**config.mk**
```make
export PLATFORM = sky130hd
export DESIGN_NAME = fe_frontend
export DESIGN_NICKNAME = d
export VERILOG_FILES = /design/src/rtl/fe_pkg.sv /design/src/rtl/fe_slot_predecode.sv /design/src/rtl/fe_datapath.sv /design/src/rtl/fe_control.sv /design/src/rtl/fe_frontend.sv
export SDC_FILE = /design/constraint.sdc
export NUM_CORES = 1
export LEC_CHECK = 0
export BUFFER_PORTS_ARGS = -buffer_cell sky130_fd_sc_hd__buf_4
export CAP_MARGIN = 20
export CORE_AREA = 2 2 253 255
export CTS_CLUSTER_SIZE = 30
export DETAILED_ROUTE_END_ITERATION = 8
export DIE_AREA = 0 0 255 257
export PLACE_DENSITY = 0.67
export SYNTH_ARGS = -nofsm -noshare
export SYNTH_HDL_FRONTEND = slang
export SYNTH_SLANG_ARGS = --single-unit
```
**constraint.sdc**
```tcl
create_clock -name clk -period 2.7 [get_ports clk]
set_input_delay 0.54 -clock clk [delete_from_list [all_inputs] [get_ports clk]]
set_output_delay 0.54 -clock clk [all_outputs]
set_load 0.01 [all_outputs]
```
**src/rtl/fe_pkg.sv**
```systemverilog
package fe_pkg;

  // Strobes passed from the control module to the datapath.
  typedef struct packed {
    logic redirect;  // load a new fetch address, drop the fetch stages
    logic frTake;    // the packet in the read stage moves into dispatch
    logic dpTake;    // the packet in dispatch moves into decode
  } feStrobes_t;

endpackage

```
**src/rtl/fe_slot_predecode.sv**
```systemverilog
module fe_slot_predecode #(
  parameter int unsigned INSTR_W = 32,
  parameter int unsigned OPC_LSB = 26,
  parameter int unsigned OPC_W   = 6,
  parameter logic [OPC_W-1:0] BR_OPC = 6'h2A
) (
  input  logic [INSTR_W-1:0] word,
  output logic               live,
  output logic               isBranch
);

  // An all-zero word is a no-op; every other word occupies its slot.
  assign live     = |word;
  assign isBranch = live && (word[OPC_LSB +: OPC_W] == BR_OPC);

endmodule

```
**src/rtl/fe_datapath.sv**
```systemverilog
module fe_datapath
  import fe_pkg::*;
#(
  parameter int unsigned ADDR_W     = 32,
  parameter int unsigned SLOTS      = 8,
  parameter int unsigned INSTR_W    = 32,
  parameter int unsigned OPC_LSB    = 26,
  parameter int unsigned OPC_W      = 6,
  parameter logic [OPC_W-1:0]  BR_OPC     = 6'h2A,
  parameter logic [ADDR_W-1:0] RESET_ADDR = '0
) (
  input  logic                       clk,
  input  logic                       rstN,
  input  feStrobes_t                 strobes,
  input  logic [ADDR_W-1:0]          redirTarget,
  output logic [ADDR_W-1:0]          memAddr,
  input  logic [SLOTS*INSTR_W-1:0]   memData,
  output logic                       frHasBr,
  output logic                       dpHasBr,
  output logic                       dcHasBr,
  output logic [ADDR_W-1:0]          decPc,
  output logic [SLOTS*INSTR_W-1:0]   decInstr,
  output logic [SLOTS-1:0]           decSlotValid,
  output logic [SLOTS-1:0]           decBranch
);

  localparam int unsigned PKT_BYTES = SLOTS * INSTR_W / 8;
  localparam int unsigned OFF_W     = $clog2(PKT_BYTES);
  localparam int unsigned PKT_W     = SLOTS * INSTR_W;

  function automatic logic [ADDR_W-1:0] alignPkt(input logic [ADDR_W-1:0] a);
    return {a[ADDR_W-1:OFF_W], {OFF_W{1'b0}}};
  endfunction

  // fetch stage addresses: generate, send, wait, read
  logic [ADDR_W-1:0] fgPc, fsPc, fwPc, frPc;
  // dispatch and decode stage contents
  logic [ADDR_W-1:0] dpPc, dcPc;
  logic [PKT_W-1:0]  dpWords, dcWords;
  logic [SLOTS-1:0]  frLive, frBr, dpLive, dpBr, dcLive, dcBr;

  // pre-decode each slot of the packet arriving in the read stage
  for (genvar g = 0; g < SLOTS; g++) begin : gSlot
    fe_slot_predecode #(
      .INSTR_W (INSTR_W),
      .OPC_LSB (OPC_LSB),
      .OPC_W   (OPC_W),
      .BR_OPC  (BR_OPC)
    ) uPre (
      .word     (memData[g*INSTR_W +: INSTR_W]),
      .live     (frLive[g]),
      .isBranch (frBr[g])
    );
  end

  // fetch address chain
  always_ff @(posedge clk) begin
    if (!rstN) begin
      fgPc <= alignPkt(RESET_ADDR);
      fsPc <= '0;
      fwPc <= '0;
      frPc <= '0;
    end else begin
      fgPc <= strobes.redirect ? alignPkt(redirTarget)
                               : fgPc + ADDR_W'(PKT_BYTES);
      fsPc <= fgPc;
      fwPc <= fsPc;
      frPc <= fwPc;
    end
  end

  // read -> dispatch capture
  always_ff @(posedge clk) begin
    if (!rstN) begin
      dpPc    <= '0;
      dpWords <= '0;
      dpLive  <= '0;
      dpBr    <= '0;
    end else if (strobes.frTake) begin
      dpPc    <= frPc;
      dpWords <= memData;
      dpLive  <= frLive;
      dpBr    <= frBr;
    end
  end

  // dispatch -> decode: slot flags only survive with a live packet
  always_ff @(posedge clk) begin
    if (!rstN) begin
      dcPc    <= '0;
      dcWords <= '0;
      dcLive  <= '0;
      dcBr    <= '0;
    end else if (strobes.dpTake) begin
      dcPc    <= dpPc;
      dcWords <= dpWords;
      dcLive  <= dpLive;
      dcBr    <= dpBr & dpLive;
    end else begin
      dcLive  <= '0;
      dcBr    <= '0;
    end
  end

  assign memAddr      = fsPc;
  assign frHasBr      = |frBr;
  assign dpHasBr      = |dpBr;
  assign dcHasBr      = |dcBr;
  assign decPc        = dcPc;
  assign decInstr     = dcWords;
  assign decSlotValid = dcLive;
  assign decBranch    = dcBr;

  // The redirect target reaches the memory address two cycles on.
  assert_redirect_target_R6 : assert property (@(posedge clk) disable iff (!rstN)
    strobes.redirect |-> ##2 (memAddr[ADDR_W-1:OFF_W] == $past(redirTarget[ADDR_W-1:OFF_W], 2)));

  // A valid decode slot never carries a no-op word.
  for (genvar g = 0; g < SLOTS; g++) begin : gChk
    assert_live_slot_R4 : assert property (@(posedge clk) disable iff (!rstN)
      decSlotValid[g] |-> (decInstr[g*INSTR_W +: INSTR_W] != '0));
  end

endmodule

```
**src/rtl/fe_control.sv**
```systemverilog
module fe_control
  import fe_pkg::*;
#(
  parameter int unsigned EXEC_DEPTH = 5
) (
  input  logic       clk,
  input  logic       rstN,
  input  logic       redirectReq,
  input  logic       irqReq,
  input  logic       frHasBr,
  input  logic       dpHasBr,
  input  logic       dcHasBr,
  output feStrobes_t strobes,
  output logic       memReq,
  output logic       decValid,
  output logic       irqAck
);

  localparam int unsigned CNT_W = $clog2(EXEC_DEPTH + 1);

  logic fsValid, fwValid, frValid, dpValid, dcValid;
  logic [CNT_W-1:0] execCnt;
  logic branchInFlight;

  assign strobes.redirect = redirectReq;
  assign strobes.frTake   = frValid && !redirectReq;
  assign strobes.dpTake   = dpValid;

  // valid chain; a redirect drops everything in the fetch stages
  always_ff @(posedge clk) begin
    if (!rstN) begin
      fsValid <= 1'b0;
      fwValid <= 1'b0;
      frValid <= 1'b0;
      dpValid <= 1'b0;
      dcValid <= 1'b0;
    end else begin
      fsValid <= !redirectReq;
      fwValid <= fsValid && !redirectReq;
      frValid <= fwValid && !redirectReq;
      dpValid <= frValid && !redirectReq;
      dcValid <= dpValid;
    end
  end

  // execute window that follows a branch packet out of decode
  always_ff @(posedge clk) begin
    if (!rstN) begin
      execCnt <= '0;
    end else if (dcValid && dcHasBr) begin
      execCnt <= CNT_W'(EXEC_DEPTH);
    end else if (execCnt != '0) begin
      execCnt <= execCnt - 1'b1;
    end
  end

  assign branchInFlight = (frValid && frHasBr) || (dpValid && dpHasBr) ||
                          (dcValid && dcHasBr) || (execCnt != '0);

  assign irqAck   = irqReq && !branchInFlight;
  assign memReq   = fsValid;
  assign decValid = dcValid;

  assert_steady_issue_R2 : assert property (@(posedge clk) disable iff (!rstN)
    !redirectReq |=> memReq);

  assert_redirect_flush_R6 : assert property (@(posedge clk) disable iff (!rstN)
    redirectReq |=> !memReq);

  assert_ack_needs_req_R7 : assert property (@(posedge clk) disable iff (!rstN)
    irqAck |-> irqReq);

  assert_dispatch_branch_blocks_R7 : assert property (@(posedge clk) disable iff (!rstN)
    (dpValid && dpHasBr) |=> !irqAck);

  assert_exec_window_R8 : assert property (@(posedge clk) disable iff (!rstN)
    (dcValid && dcHasBr) |=> !irqAck);

endmodule

```
**src/rtl/fe_frontend.sv**
```systemverilog
module fe_frontend
  import fe_pkg::*;
#(
  parameter int unsigned ADDR_W     = 32,
  parameter int unsigned SLOTS      = 8,
  parameter int unsigned INSTR_W    = 32,
  parameter int unsigned EXEC_DEPTH = 5,
  parameter int unsigned OPC_LSB    = 26,
  parameter int unsigned OPC_W      = 6,
  parameter logic [OPC_W-1:0]  BR_OPC     = 6'h2A,
  parameter logic [ADDR_W-1:0] RESET_ADDR = '0
) (
  input  logic                     clk,
  input  logic                     rstN,
  output logic                     memReq,
  output logic [ADDR_W-1:0]        memAddr,
  input  logic [SLOTS*INSTR_W-1:0] memData,
  input  logic                     redirectValid,
  input  logic [ADDR_W-1:0]        redirectTarget,
  input  logic                     irqReq,
  output logic                     irqAck,
  output logic                     decValid,
  output logic [ADDR_W-1:0]        decPc,
  output logic [SLOTS*INSTR_W-1:0] decInstr,
  output logic [SLOTS-1:0]         decSlotValid,
  output logic [SLOTS-1:0]         decBranch
);

  feStrobes_t strobes;
  logic frHasBr, dpHasBr, dcHasBr;

  fe_control #(
    .EXEC_DEPTH (EXEC_DEPTH)
  ) uCtrl (
    .clk         (clk),
    .rstN        (rstN),
    .redirectReq (redirectValid),
    .irqReq      (irqReq),
    .frHasBr     (frHasBr),
    .dpHasBr     (dpHasBr),
    .dcHasBr     (dcHasBr),
    .strobes     (strobes),
    .memReq      (memReq),
    .decValid    (decValid),
    .irqAck      (irqAck)
  );

  fe_datapath #(
    .ADDR_W     (ADDR_W),
    .SLOTS      (SLOTS),
    .INSTR_W    (INSTR_W),
    .OPC_LSB    (OPC_LSB),
    .OPC_W      (OPC_W),
    .BR_OPC     (BR_OPC),
    .RESET_ADDR (RESET_ADDR)
  ) uData (
    .clk          (clk),
    .rstN         (rstN),
    .strobes      (strobes),
    .redirTarget  (redirectTarget),
    .memAddr      (memAddr),
    .memData      (memData),
    .frHasBr      (frHasBr),
    .dpHasBr      (dpHasBr),
    .dcHasBr      (dcHasBr),
    .decPc        (decPc),
    .decInstr     (decInstr),
    .decSlotValid (decSlotValid),
    .decBranch    (decBranch)
  );

endmodule

```
==> results.yml <==
outcome:
  status: "complete, no violations"
worst_setup_path:
  path_class: "primary input to output pin"
  path_common_cell: "buf_4"
  critPathArrivalTime_ns: 2.04
  r2r-end: "uData.fgPc[21]"
  r2r-start: "uData.fgPc[5]"
  cp_slowest_stage_delay_ns: 0.36
  cpMaxStageDelayCell: "nor4_1"
  crit_fanout: 2
  start_kind: "primary input"
  reg2regPathDepth: 6
  worst_setup_path_end_kind: "output pin"
  ff2ff_setup_slack_ns: 0.65
  path_cells: "buf_4 -> nor3_1 -> buf_4 -> and4_1 -> nor4_1 -> nand2_1 -> a21oi_4 -> buf_4"
  cp.required_ns: 2.16
place:
  portBuffers: 615
  gp_congestion: 0.8775
  pre_cts_slack_ns: -0.05152
  dp.cells: 4058
  hpwl_um: 54930
logic_synthesis:
  syn_avg_cell_area_um2: 9.126
  synth_area_um2: 24910
  synth_top_area_share: 0.5738
  post_synth_num_cell_types: 35
  synth_edf_count: 0
  ys.flop_type: "dfxtp_1"
  ys_seq_area_frac: 0.5738
  synth-seq-cells: 714
  synth_area_leaders: "dfxtp_1 (57%), mux2i_1 (11%), nand2_1 (8.9%)"
  yosysWarnings: 0
  yosys.area.top_type: "dfxtp_1"
  netlist_instances: 2730
  async_reset_ff_frac: 0
die:
  core_area_um2: 62740
  rows: 92
  dieArea_um2: 65540
  ios: 631
  fp.dieW_um: 255
  start_util: 0.3971
  die_h_um: 257
timing:
  holdWs_ns: 0.1865
  worst_clock_skew_ns: 0.01516
  setup_ws_ns: 0.1193
  final-max-slew-violation-count: 0
  tightestPinTransition_ns: 0.8013
  fmax_mhz: 387.5
  rsz0062_at_grt: "false"
  fin_crit_ns: 2.581
  hold_violations: 0
  setup_viol: 0
  maxSlewHeadroom: 0.4658
  fin_crit_sh: 0.9558
pwr:
  clockPowerShare: 0.459
  power.internal_w: 0.01687
  p_sw_frac: 0.2241
  p_leak_nw: 12.63
  power_density_nw_per_um2: 658.0
  p_sw_w: 0.004871
  ir_drop_mv: 0.5143
  power_frac_comb: 0.048
  seqPwrFrac: 0.492
cts:
  clk_latency_ns: 0.61
  clkTransAtPathRegs_ns: 0.07
  clock-root-buffer: "clkbuf_16"
  cts_buffers: 75
  clock_sinks: 714
  cts_tree: "done"
  h-tree-depth: 3
  hold_buffers: 0
  cts_buffer_depth: 3
grt:
  grt_pass1_vias: 19620
  antenna_found_initial: 8
  grt_max_degree: 102
  grt_pass1_wl_um: 113600
  grt_use_total: 0.2245
  grt_overflow_total: 0
routing:
  drc_errors: 0
  detail-route-antenna-nets: 0
  wl_per_cell_um: 18.39
  drt-vias-per-instance: 4.870
  dr.pass1.iters: 5
  routed_wl_um: 77200
  drtIter0Drc: 1138
  via_count: 20440
cells_and_area:
  nFillCells: 5843
  multiInputGateArea_um2: 9922
  seq_area_um2: 14300
  final_common_cell: "dfxtp_1"
  synthToLayoutAreaGrowth_pct: 32.62
  instances_no_fill: 4197
  nNetsFinal: 3585
  drive_above_1_share: 0.2409
  mostFrequentLayoutCells: "dfxtp_1 (712), buf_4 (644), nand2_1 (591), nor2_1 (324), a21oi_1 (314)"
  final_core_util: 0.5266
hold_path:
  hold_path_startpoint: "memData[154]"
  hold_end: "uData.dpWords[154]"
  hp-class: "primary input to register"
  hold_depth: 3
job:
  cap_violations: 0
-- logic make-up after synthesis --
family / Yosys count / share of synthesized area
fa+ha+maj: 3 / 0.001507
other cells: 1 / 0.0001505
compound gates: 357 / 0.07353
flops: 714 / 0.5738
xor+xnor: 26 / 0.009141
mux: 284 / 0.1141
buf+inv: 204 / 0.03229
simple gates: 1141 / 0.1955
-- final cells by class --
class                           count  area share
Sequential cell                   714      0.4328
Inverter                           10    0.001363
Multi-Input combinational cell   1821      0.3003
Tap cell                          846     0.03204
Clock buffer                      109     0.06612
Timing Repair Buffer              668      0.1609
Antenna cell                        5   0.0003787
Clock inverter                     24    0.006135
-- how the worst max path moves through the flow --
stage | start | slack [ns] | endpoint
2_1_floorplan | redirectValid | 0.80 | uData.dpWords[186]
3_5_place_dp | memData[58] | -0.05 | irqAck
5_1_grt | uData.decBranch[1] | 0.05 | irqAck
4_1_cts | uData.decBranch[2] | 0.007 | irqAck
3_3_place_gp | memData[58] | -0.08 | irqAck
6_report | memData[28] | 0.12 | irqAck
-- synth_stat cells (2+ instances only) --
cell      number
a41oi_1        8
clkbuf_1     142
nor2b_1        3
nor2_1       324
a21oi_1      316
and2_1        88
nor4_1        55
nand2_1      592
o21ai_0       27
and4_1         9
a211oi_1       5
nand3_1       16
xor2_1         7
mux2i_1      284
buf_4         10
buf_1         41
inv_1          9
nor4_4         2
xnor2_1       19
nand4_1       12
nor3_1        24
dfxtp_1      714
and3_1         9
ha_1           3
-- state kept, by name, summed over array words and instances, names as in the netlist --
register            flops
uData.fgPc             27
uCtrl.frValid           1
uCtrl.fwValid           1
uData.decInstr        256
uData.dpLive            8
uCtrl.execCnt           3
uData.decPc            27
uData.fwPc             27
uCtrl.dpValid           1
uData.frPc             27
uCtrl.decValid          1
uData.dpBr              8
uData.decBranch         8
uCtrl.memReq            1
uData.dpWords         256
uData.decSlotValid      8
uData.dpPc             27
uData.memAddr          27
-- routing by layer --
layer / GRT usage / routed length, um / vias up
met5: 0 / 16 / -
met4: 0.09552 / 2812 / 2
met1: 0.2694 / 31820 / 9510
li1: - / - / 10160
met2: 0.3708 / 36230 / 631
met3: 0.06808 / 6315 / 137
-- repair_timing --
item / 4_1_cts / 5_1_grt
buffers inserted: 2 / 0
pin swaps: 3 / 4
endpoints found under the setup margin: 1 / 1
resized for setup: 4 / 9
-- per-stage QoR --
step | area [um^2] | TNS [ns] | power (W)
detailed placement | 30570 | -0.05152 | 0.01198
CTS | 32990 | 0 | 0.02200
global placement | 30570 | -0.08340 | 0.01198
finish | 33040 | 0 | 0.02174
floorplan | 24950 | 0 | 0.01133
global route | 33040 | 0 | 0.02249
-- worst max-delay path, delay by kind of cell --
kind / cells / cell delay [ns]
compound gates: 1 / 0.24
buf+inv: 3 / 0.39
simple gates: 4 / 0.86
-- power groups by stage --
stage | clock network [W] | registers, W | logic, W
final | 0.00999 | 0.0107 | 0.00105
after global routing | 0.0106 | 0.0107 | 0.00113
after CTS | 0.0102 | 0.0107 | 0.00105
after detailed placement | 0 | 0.0109 | 0.00104
after global placement | 0 | 0.0109 | 0.00104
after floorplan | 0 | 0.0109 | 0.000400
No activity file was read; power rests on OpenSTA's default activity.
